**src/rtl/stat_pkg.sv**
```systemverilog
package stat_pkg;
  localparam int DW = 8;
  localparam int AW = 3;
  localparam int NIRQ = 3;

  typedef enum logic [AW-1:0] {
    A_STA  = 3'd0,
    A_STB  = 3'd1,
    A_INF  = 3'd2,
    A_LIVE = 3'd3,
    A_IMA  = 3'd4,
    A_IMB  = 3'd5
  } addr_e;
endpackage

```
**src/rtl/stat_rst_sync.sv**
```systemverilog
module stat_rst_sync #(
  parameter int STAGES = 2
) (
  input  logic clk,
  input  logic arst_n,
  output logic rst_n_o
);
  logic [STAGES-1:0] sh_q;

  always_ff @(posedge clk or negedge arst_n) begin
    if (!arst_n) sh_q <= '0;
    else         sh_q <= {sh_q[STAGES-2:0], 1'b1};
  end

  assign rst_n_o = sh_q[STAGES-1];
endmodule

```
**src/rtl/stat_latch_reg.sv**
```systemverilog
module stat_latch_reg #(
  parameter int         W     = 8,
  parameter logic [W-1:0] LEVEL = '0
) (
  input  logic         clk,
  input  logic         rst_n,
  input  logic [W-1:0] cond_i,
  input  logic         wr_i,
  input  logic [W-1:0] wdata_i,
  output logic [W-1:0] snap_o,
  output logic [W-1:0] src_o
);
  logic [W-1:0] lat_q, lat_d;
  logic [W-1:0] snap_q, snap_d;
  logic [W-1:0] clr;

  // Next-state: set has priority over clear
  always_comb begin
    clr    = wr_i ? (wdata_i & snap_q) : '0;
    lat_d  = cond_i | (lat_q & ~clr);
    snap_d = (wdata_i & lat_q & ~clr) | (~wdata_i & snap_q);
  end

  always_ff @(posedge clk or negedge rst_n) begin
    if (!rst_n) lat_q <= '0;
    else        lat_q <= lat_d;
  end

  always_ff @(posedge clk or negedge rst_n) begin
    if (!rst_n)    snap_q <= '0;
    else if (wr_i) snap_q <= snap_d;
  end

  assign snap_o = snap_q;

  for (genvar b = 0; b < W; b++) begin : g_bit
    if (LEVEL[b]) begin : g_lvl
      logic prev_q, pend_q, pend_d;

      always_comb pend_d = (cond_i[b] ^ prev_q) | (pend_q & ~clr[b]);

      always_ff @(posedge clk or negedge rst_n) begin
        if (!rst_n) begin
          prev_q <= 1'b0;
          pend_q <= 1'b0;
        end else begin
          prev_q <= cond_i[b];
          pend_q <= pend_d;
        end
      end

      assign src_o[b] = pend_q;

      AST_EDGE_PEND: assert property (@(posedge clk) disable iff (!rst_n)
        (cond_i[b] != prev_q) |=> src_o[b]);
    end else begin : g_evt
      assign src_o[b] = lat_q[b];
    end
  end

  AST_SET_WINS: assert property (@(posedge clk) disable iff (!rst_n)
    (|cond_i) |=> ((lat_q & $past(cond_i)) == $past(cond_i)));

  AST_WR0_HOLDS: assert property (@(posedge clk) disable iff (!rst_n)
    !wr_i |=> $stable(snap_o));

  AST_CLR_ZERO: assert property (@(posedge clk) disable iff (!rst_n)
    wr_i |=> ((snap_o & $past(wdata_i & snap_o)) == '0));
endmodule

```
**src/rtl/stat_irq_merge.sv**
```systemverilog
module stat_irq_merge #(
  parameter int W    = 8,
  parameter int NSRC = 3
) (
  input  logic [NSRC-1:0][W-1:0] src_i,
  input  logic [NSRC-1:0][W-1:0] en_i,
  output logic                   int_n_o
);
  logic [NSRC-1:0] req;

  for (genvar s = 0; s < NSRC; s++) begin : g_src
    assign req[s] = |(src_i[s] & en_i[s]);
  end

  assign int_n_o = ~(|req);
endmodule

```
**src/rtl/stat_regbank.sv**
```systemverilog
module stat_regbank
  import stat_pkg::*;
#(
  parameter logic [DW-1:0] LVL_A = 8'hF0,
  parameter logic [DW-1:0] LVL_B = 8'h00,
  parameter logic [DW-1:0] LVL_I = 8'h0F,
  parameter int            RST_STAGES = 2
) (
  input  logic          clk,
  input  logic          rst_n,
  input  logic [DW-1:0] sta_in,
  input  logic [DW-1:0] stb_in,
  input  logic [DW-1:0] inf_in,
  input  logic [DW-1:0] sync_in,
  input  logic [AW-1:0] addr,
  input  logic          wr_en,
  input  logic          rd_en,
  input  logic [DW-1:0] wr_data,
  output logic [DW-1:0] rd_data,
  output logic          int_n
);
  localparam logic [DW-1:0] NO_EN = '0;

  logic          rst_s_n;
  logic          wr_sta, wr_stb, wr_inf, wr_ima, wr_imb;
  logic [DW-1:0] snap_a, snap_b, snap_i;
  logic [DW-1:0] src_a, src_b, src_i;
  logic [DW-1:0] ima_q, imb_q;
  logic [DW-1:0] rd_d, rd_q;

  stat_rst_sync #(.STAGES(RST_STAGES)) u_rst (
    .clk(clk), .arst_n(rst_n), .rst_n_o(rst_s_n)
  );

  always_comb begin
    wr_sta = wr_en && (addr == A_STA);
    wr_stb = wr_en && (addr == A_STB);
    wr_inf = wr_en && (addr == A_INF);
    wr_ima = wr_en && (addr == A_IMA);
    wr_imb = wr_en && (addr == A_IMB);
  end

  stat_latch_reg #(.W(DW), .LEVEL(LVL_A)) u_sta (
    .clk(clk), .rst_n(rst_s_n), .cond_i(sta_in), .wr_i(wr_sta),
    .wdata_i(wr_data), .snap_o(snap_a), .src_o(src_a)
  );

  stat_latch_reg #(.W(DW), .LEVEL(LVL_B)) u_stb (
    .clk(clk), .rst_n(rst_s_n), .cond_i(stb_in), .wr_i(wr_stb),
    .wdata_i(wr_data), .snap_o(snap_b), .src_o(src_b)
  );

  stat_latch_reg #(.W(DW), .LEVEL(LVL_I)) u_inf (
    .clk(clk), .rst_n(rst_s_n), .cond_i(inf_in), .wr_i(wr_inf),
    .wdata_i(wr_data), .snap_o(snap_i), .src_o(src_i)
  );

  always_ff @(posedge clk or negedge rst_s_n) begin
    if (!rst_s_n)    ima_q <= '0;
    else if (wr_ima) ima_q <= wr_data;
  end

  always_ff @(posedge clk or negedge rst_s_n) begin
    if (!rst_s_n)    imb_q <= '0;
    else if (wr_imb) imb_q <= wr_data;
  end

  stat_irq_merge #(.W(DW), .NSRC(NIRQ)) u_irq (
    .src_i({src_i, src_b, src_a}),
    .en_i({NO_EN, imb_q, ima_q}),
    .int_n_o(int_n)
  );

  always_comb begin
    case (addr)
      A_STA:   rd_d = snap_a;
      A_STB:   rd_d = snap_b;
      A_INF:   rd_d = snap_i;
      A_LIVE:  rd_d = sync_in;
      A_IMA:   rd_d = ima_q;
      A_IMB:   rd_d = imb_q;
      default: rd_d = '0;
    endcase
  end

  always_ff @(posedge clk or negedge rst_s_n) begin
    if (!rst_s_n)   rd_q <= '0;
    else if (rd_en) rd_q <= rd_d;
  end

  assign rd_data = rd_q;

  AST_MASK_OFF: assert property (@(posedge clk) disable iff (!rst_s_n)
    (ima_q == '0 && imb_q == '0) |-> int_n);

  AST_RD_HOLD: assert property (@(posedge clk) disable iff (!rst_s_n)
    !rd_en |=> $stable(rd_data));

  AST_LIVE_READ: assert property (@(posedge clk) disable iff (!rst_s_n)
    (rd_en && addr == A_LIVE) |=> (rd_data == $past(sync_in)));
endmodule

```
**config.mk**
```make
export PLATFORM = sky130hd
export DESIGN_NAME = stat_regbank
export DESIGN_NICKNAME = d
export VERILOG_FILES = /design/src/rtl/stat_pkg.sv /design/src/rtl/stat_rst_sync.sv /design/src/rtl/stat_latch_reg.sv /design/src/rtl/stat_irq_merge.sv /design/src/rtl/stat_regbank.sv
export SDC_FILE = /design/constraint.sdc
export NUM_CORES = 1
export LEC_CHECK = 0
export BUFFER_PORTS_ARGS = -buffer_cell sky130_fd_sc_hd__clkbuf_2
export CAP_MARGIN = 15
export CORE_MARGIN = 2
export CORE_UTILIZATION = 50
export CTS_CLUSTER_SIZE = 16
export DETAILED_ROUTE_END_ITERATION = 6
export GPL_ROUTABILITY_DRIVEN = 0
export GPL_TIMING_DRIVEN = 0
export PLACE_DENSITY_LB_ADDON = 0.25
export SETUP_SLACK_MARGIN = 0.15
export SLEW_MARGIN = 20
export SYNTH_ARGS = -nofsm -noshare
export SYNTH_HDL_FRONTEND = slang
export SYNTH_SLANG_ARGS = --single-unit
```
**constraint.sdc**
```tcl
create_clock -name clk -period 4.6 [get_ports clk]
set_clock_uncertainty 0.05 [all_clocks]
set_input_delay 0.92 -clock clk [delete_from_list [all_inputs] [get_ports clk]]
set_output_delay 0.92 -clock clk [all_outputs]
set_load 0.02 [all_outputs]
```
## Word-level counts from Yosys, hierarchy flattened

Cells that the tools add are included.

- Add/subtract/negate cells: 0
- Multiply operators: 0
- Div/mod/pow operators: 0
- Magnitude comparators: 0
- Equal/unequal tests: 5
- Shifts and indexed selects: 0
- Multiplexer cells: 4
- Bitwise operators: 44
- Reduce and logical (&&, ||, !) cells: 7

Operator list:

| kind | count |
|---|---|
| $and A8 B8 Y8 | 17 |
| $or A8 B8 Y8 | 6 |
| $pmux W8 S6 | 1 |
| $not A8 Y8 | 4 |
| $mux W8 | 3 |
| $reduce_or A16 Y1 | 1 |
| $eq A3 B2 Y1 const B | 2 |
| $eq A3 B3 Y1 const B | 2 |
| $logic_and A1 B1 Y1 | 5 |
| $not A1 Y1 | 5 |
| $and A1 B1 Y1 | 4 |
| $or A1 B1 Y1 | 4 |
| $xor A1 B1 Y1 | 4 |
| $eq A3 B1 Y1 const B | 1 |
| $logic_not A3 Y1 | 1 |

- Register bits after elaboration: 82
- Bits in latches: 0
- RAM bits: 0
- ROM bits: 0
- Input port bits: 47
- Word-level logic and storage cells: 78
- Memories: 0

## Longest topological paths before layout

Gate-level depths: netlist of the first run.

- Depth in word-level cells: 6
- Mapped depth: 7
- Mapped depth without buffers: 4

## Hierarchy

Synthesis of the first run repeated with hierarchy kept, for this count alone.

- Cell total of the unflattened synthesis: 366
- Area total of the unflattened synthesis: 4428.0 µm²

By module, submodules not included:

| module | times used | cells an instance | area an instance (µm²) |
|---|---|---|---|
| stat_latch_reg (u_inf ...) | 2 | 82 | 1039.7 |
| stat_regbank | 1 | 125 | 1456.4 |
| stat_latch_reg (u_stb) | 1 | 58 | 714.4 |
| stat_irq_merge | 1 | 16 | 123.9 |
| stat_rst_sync | 1 | 3 | 53.8 |

## Least setup slack after synthesis of the first run

OpenSTA, ideal clock, no wires.

- Kind: input to register
- Start point: input port addr[2]
- End point: register rd_q[6], in the netlist rd_data[6]
- Arrival time: 1.992 ns
- Required time: 4.426 ns
- Path slack: 2.435 ns
- Stages: 5
- Path buffers: 2
- Cell sequence: buf_6 buf_8 mux4_2 a221oi_2 nor2_1

- Word-level cells in the longest chain between the ends: 2
- Elaborated cells between the ends (all ways): 7
- Classes of those cells: eq/ne: 5; mux: 1; reduce/logical: 1

RTL lines:

| what | RTL line | text |
|---|---|---|
| start, declared | stat_regbank.sv:15 | `input logic [AW-1:0] addr,` |
| $eq A3 B3 Y1, or another cell as far along | stat_regbank.sv:75 | `case (addr)` |
| $pmux W8 S6 * | stat_regbank.sv:75 |  |
| end signal, assigned | stat_regbank.sv:88 | `else if (rd_en) rd_q <= rd_d;` |
| end, declared | stat_regbank.sv:29 | `logic [DW-1:0] rd_d, rd_q;` |

Mark *: on every way between the ends. The rest lies on a longest branch, timed or not.
A chain may end at the register's enable or synchronous reset.

## Worst setup path in the final report of the first run

- Start point: register ima_q[2]
- End point: output port int_n

- Word-level cells in the longest chain between the ends: 3

RTL lines:

| what | RTL line | text |
|---|---|---|
| start, declared | stat_regbank.sv:28 | `logic [DW-1:0] ima_q, imb_q;` |
| start signal, assigned | stat_regbank.sv:60 | `else if (wr_ima) ima_q <= wr_data;` |
| $and A8 B8 Y8 | stat_irq_merge.sv:12 | `assign req[s] = \|(src_i[s] & en_i[s]);` |
| $reduce_or A16 Y1 | stat_irq_merge.sv:15 | `assign int_n_o = ~(\|req);` |
| $not A1 Y1 | stat_irq_merge.sv:15 |  |
| end, declared | stat_regbank.sv:20 | `output logic int_n` |

No other way between the ends.

==> results of run 1 <==
[per-layer routing]
layer | track usage | part of all wire
met3 | 0.05062 | 0.039
met1 | 0.2885 | 0.48
met2 | 0.3382 | 0.46
met5 | 0 | 0
met4 | 0.06061 | 0.012
[report_power, final]
part	leakage, nW	switching [mW]	internal (mW)	total, mW
clock	0.0859	0.258	0.192	0.451
sequential	0.895	0.127	0.855	0.982
combinational	0.863	0.159	0.209	0.368
total	1.84	0.544	1.26	1.80
[flip-flops by register name (all words and copies together) (netlist names)]
| name | flops |
|---|---|
| ima_q | 8 |
| imb_q | 8 |
| rd_data | 8 |
| u_inf.lat_q | 8 |
| u_inf.snap_o | 8 |
| u_sta.lat_q | 8 |
| u_sta.snap_o | 8 |
| u_stb.snap_o | 8 |
| u_stb.src_o | 8 |
| u_sta.g_bit.g_lvl.pend_q | 4 |
| u_sta.g_bit.g_lvl.prev_q | 4 |
| u_rst.sh_q | 2 |
[worst max-delay path by stage]
stage	from	end	slack, ns	cells past startpoint
floorplan	u_rst.sh_q[1]$_DFF_PN0_	ima_q[0]$_DFFE_PN0P_	2.10	0
global placement	u_rst.sh_q[1]$_DFF_PN0_	u_inf.snap_o[3]$_DFFE_PN0P_	1.18	0
detailed placement	addr[1]	u_sta.g_bit[7].g_lvl.pend_q$_DFF_PN0_	2.00	6
CTS	ima_q[2]$_DFFE_PN0P_	int_n	1.89	5
global route	ima_q[2]$_DFFE_PN0P_	int_n	1.76	5
finish	ima_q[2]$_DFFE_PN0P_	int_n	1.91	5
[cell usage in the layout (no fill, tap or decap), types with 2 or more instances in the layout]
| master | instances |
|---|---|
| dfrtp_1 | 81 |
| clkbuf_2 | 53 |
| mux2_2 | 38 |
| nand2_1 | 35 |
| nand3_1 | 29 |
| a21o_1 | 29 |
| nor2b_1 | 18 |
| nor2_1 | 14 |
| o21ai_0 | 11 |
| clkbuf_8 | 9 |
| a221oi_1 | 7 |
| nand2b_1 | 7 |
| buf_2 | 5 |
| a22oi_1 | 4 |
| xor2_1 | 4 |
| mux4_1 | 4 |
| buf_6 | 3 |
| buf_4 | 3 |
| clkbuf_1 | 3 |
| clkinv_2 | 3 |
| a22o_1 | 2 |
| inv_1 | 2 |
| mux2i_1 | 2 |
| clkinv_4 | 2 |
[metrics by stage]
| stage | std cells | total power, mW | hold slack [ns] | setup WS [ns] | instance area (µm²) |
|---|---|---|---|---|---|
| final | 490 | 1.801 | 0.2394 | 1.911 | 4399 |
| after global routing | 490 | 1.904 | 0.2746 | 1.762 | 4399 |
| after CTS | 490 | 1.807 | 0.2629 | 1.887 | 4399 |
| after detailed placement | 475 | 1.365 | 0.2540 | 2.000 | 4239 |
| after global placement | 474 | 1.334 | 0.2873 | 1.177 | 4208 |
| after floorplan | 322 | 1.230 | 0.2812 | 2.097 | 3819 |
[Yosys cell counts (2+ instances only)]
cell      number
nor2_1        14
o21ai_0       11
mux4_1         4
nand2_1       35
a22oi_1        4
buf_4          3
a22o_1         2
nor2b_1       18
nand3_1       29
xor2_1         4
mux2i_1        2
a21o_1        29
mux2_2        38
a221oi_1       7
buf_2          5
inv_1          2
dfrtp_1       82
buf_6          3
clkbuf_1       2
nand2b_1       7
[cell families after synthesis]
logic type,synth area share
mux,0.1507
flops,0.5374
other cells,0.0009820
xor+xnor,0.009173
buf+inv,0.03014
compound gates,0.1222
simple gates,0.1494
[final cells by class]
cell class	count	area, µm²
plain buffers	14	103.9
clock buffers	10	127.6
clock inverters	5	32.53
fillers	635	2932
inverters	3	11.26
multi-input cells	223	1652
flip-flops and latches	82	2056
well taps	99	123.9
repair buffers	54	292.8
==> results_dict.tcl, run 1 <==
set metrics [dict create \
    yosysWarningCount 0 \
    r2r_slack_ns 3.06 \
    wl_per_cell_um 17.09 \
    core_area_mm2 0.007331 \
    slew_headroom 0.5114 \
    die_h_um 91.39 \
    worstReg2RegEnd "rd_data[5]$_DFFE_PN0P_" \
    worstReg2RegStart "u_stb.snap_o[5]$_DFFE_PN0P_" \
    cp.required_ns 3.63 \
    area_growth_syn_to_layout_pct 15.20 \
    grt_usage 0.2116 \
    finalCritPeriodShare 0.5846 \
    slowest_delay_ns 0.39 \
    drtIter0Drc 174 \
    drv_slew 0 \
    clockBufferDepth 2 \
    antenna_left 0 \
    r2r_cells 3 \
    ys_top_cells_by_area "dfrtp_1, mux2_2, a21o_1" \
    cts.repair.resized 0 \
    ys_ff_latch 82 \
    hold_viol_final 0 \
    crit_path_end_kind "output pin" \
    diodes 0 \
    dr.pass1.iters 4 \
    synth_nets 369 \
    via_per_inst 5.551 \
    ir_drop_mv 0.1614 \
    cts_made_buffers 9 \
    crit_type "flip-flop to output pin" \
    clock-sinks 82 \
    synth_edf_count 0 \
    rows 31 \
    drc 0 \
    insertion_delay_ns 0.35 \
    clock-root-buffer "clkbuf_8" \
    worstHoldPathType "flip-flop to async pin" \
    synth_area_per_cell_um2 11.86 \
    synth_top_area_frac 0.5374 \
    die_area_mm2 0.008352 \
    ys.flop_type "dfrtp_1" \
    syn_inst 322 \
    critPathBufInv 1 \
    synth_top_area_cell "dfrtp_1" \
    fmax_mhz 371.9 \
    seq_area_frac_synth 0.5374 \
    power.density_mw_per_mm2 409.4 \
    clkTransAtPathRegs_ns 0.08 \
    async_flop_share 1.000 \
    layout.nets 434 \
    grt_pass1_vias 2708 \
    final_util 0.6001 \
    grt_overflow 0 \
    antenna_found_initial 0 \
    status "finished, final reports clean" \
    period_minus_slack_ns 2.689 \
    cts_hold_buf 0 \
    fp.dieW_um 91.39 \
    syn_area_mm2 0.003819 \
    start_util 0.5209 \
    io_pins 56 \
    rsz0062_at_grt "no" \
    cts_tree "done" \
    place_hpwl_um 6053 \
    tns_ns 0 \
    routed_wl_um 8374 \
    crit_family "compound AO/OA/AOI/OAI gates" \
    grt_max_degree 48 \
    io_buffers 53 \
    yosysUniqueCellTypes 41 \
    h-tree-depth 3 \
    cts_setup_buffers 0 \
    leakage_nw 1.844 \
    finalSetupViolCount 0 \
    cp_max_fo 3 \
    cp_cell_sequence "a22o_1, a221oi_1, nand3_1, nor2_1, clkbuf_2" \
    worst_pin_slew_ns 0.7289 \
    drive_gt1_frac 0.3171 \
    grt_first_pass_wirelength_um 13630 \
    arrival_ns 1.72 \
    vias 2720 \
    cap_violations 0 \
    startpoint_type "flip-flop" \
    slowest_stage "dfrtp_1" \
]
No activity file was read; power rests on OpenSTA's default activity.
==> run 2, diff against run 1 <==
==> constraint.sdc (replaced) <==
create_clock -name clk -period 2.45 [get_ports clk]
set_clock_uncertainty 0.05 [all_clocks]
set_input_delay 0.49 -clock clk [delete_from_list [all_inputs] [get_ports clk]]
set_output_delay 0.49 -clock clk [all_outputs]
set_load 0.02 [all_outputs]
==> results_dict.tcl, run 2 (synthesized netlist as in run 1, its figures left out) <==
set metrics [dict create \
    antenna_left 0 \
    status "finished, final reports clean" \
    via_per_inst 5.591 \
    slowest_stage "dfrtp_1" \
    power_mw 3.485 \
    cap_violations 0 \
    final_area_mm2 0.004438 \
    cts_tree "done" \
    grt_first_pass_wirelength_um 14230 \
    cp.required_ns 1.91 \
    instances_no_fill 489 \
    dr.pass1.iters 4 \
    layout.nets 435 \
    tns_ns 0 \
    clock-sinks 82 \
    wl_per_cell_um 17.08 \
    leakage_nw 1.854 \
    diodes 0 \
    layout_common_cells "dfrtp_1, clkbuf_2, mux2_2" \
    final_util 0.6054 \
    fp.dieW_um 91.39 \
    grt_pass1_vias 2929 \
    worst_pin_slew_ns 0.7166 \
    dp.cells 475 \
    finalCritPeriodShare 0.8980 \
    layout_commonest_cell "dfrtp_1" \
    slowest_delay_ns 0.40 \
    clockBufferDepth 2 \
    rsz0062_at_grt "no" \
    timing.hold.ws_ns 0.2331 \
    insertion_delay_ns 0.35 \
    cp_cell_sequence "a22o_1, a221oi_1, nand3_1, nor2_2, buf_2" \
    hold_viol_final 0 \
    clkTransAtPathRegs_ns 0.07 \
    finalSetupViolCount 0 \
    seq_area_mm2 0.002056 \
    start_util 0.5209 \
    h-tree-depth 3 \
    area_growth_syn_to_layout_pct 16.22 \
    crit_type "flip-flop to output pin" \
    routed_wl_um 8351 \
    drtIter0Drc 177 \
    clock-root-buffer "clkbuf_8" \
    cts_made_buffers 9 \
    drc 0 \
    fmax_mhz 454.5 \
    grt_max_degree 48 \
    grt_overflow 0 \
    period_minus_slack_ns 2.200 \
    fin_ws_ns 0.2500 \
    grt_usage 0.2202 \
    startpoint_type "flip-flop" \
    multi_input_area_mm2 0.001660 \
    ir_drop_mv 0.4560 \
    power.density_mw_per_mm2 785.3 \
    rows 31 \
    place_area_mm2 0.004239 \
    die_area_mm2 0.008352 \
    vias 2734 \
    worstHoldPathType "primary input to flip-flop" \
    place_hpwl_um 5967 \
    crit_path_end_kind "output pin" \
    slew_headroom 0.5197 \
    die_h_um 91.39 \
    cp_max_fo 3 \
    core_area_mm2 0.007331 \
    dp_slack_ns 0.3449 \
    arrival_ns 1.66 \
    io_buffers 53 \
    drv_slew 0 \
    io_pins 56 \
    drive_gt1_frac 0.3205 \
    num-fill-cells 610 \
    antenna_found_initial 0 \
]
-- run 2: cell types whose count changed in the layout (fill, tap and decap cells not counted), sizes merged --
cell,previous run,this run
buf,13,14
bufinv,0,1
clkinvlp,0,1
clkbuf,65,64
dlygate4sd3,0,1
clkinv,6,2
-- run 2: worst paths after layout --
check,slack [ns],start,end,cells after the start
min reg2reg,0.25,u_rst.sh_q[1]$_DFF_PN0_,u_stb.src_o[4]$_DFF_PN0_,0
max,0.25,imb_q[6]$_DFFE_PN0P_,int_n,5
max reg2reg,0.88,u_sta.snap_o[5]$_DFFE_PN0P_,rd_data[5]$_DFFE_PN0P_,3
max in group asynchronous,1.51,u_rst.sh_q[1]$_DFF_PN0_,u_stb.snap_o[7]$_DFFE_PN0P_,1
min in group asynchronous,0.25,u_rst.sh_q[1]$_DFF_PN0_,u_stb.src_o[4]$_DFF_PN0_,0
min,0.23,sta_in[5],u_sta.g_bit[5].g_lvl.prev_q$_DFF_PN0_,1
-- run 2: timing repair --
item,CTS,global route
hold endpoints to repair,2,0
buffers inserted,0,0
hold buffers,1,0
setup endpoints to repair,0,1
resized for setup,0,3
-- run 2: report_power, final --
| part | switching (mW) | internal [mW] | leakage (nW) | total, mW |
|---|---|---|---|---|
| sequential | 0.240 | 1.61 | 0.895 | 1.85 |
| clock | 0.467 | 0.480 | 0.0901 | 0.947 |
| combinational | 0.298 | 0.395 | 0.869 | 0.693 |
| total | 1.00 | 2.48 | 1.85 | 3.49 |
-- run 2: final cells by class --
class | instances | share of cell area
Sequential cell | 82 | 0.4632
Clock inverter | 3 | 0.009586
Timing Repair Buffer | 55 | 0.06823
Clock buffer | 10 | 0.03101
Multi-Input combinational cell | 223 | 0.3741
Inverter | 3 | 0.002537
Buffer | 14 | 0.02340
Tap cell | 99 | 0.02791
-- run 2: routing by layer --
| layer | vias up | GRT usage | part of all wire |
|---|---|---|---|
| li1 | 1287 | - | - |
| met3 | 14 | 0.03900 | 0.045 |
| met4 | 0 | 0.09848 | 0.023 |
| met2 | 61 | 0.3683 | 0.48 |
| met1 | 1372 | 0.2793 | 0.45 |
| met5 | - | 0 | 0 |
-- run 2: critical path: cells and delay by family (launching register included) --
family / cells / cell delay, ns
simple gates: 2 / 0.27
flops: 1 / 0.40
compound gates: 2 / 0.47
buf+inv: 1 / 0.17
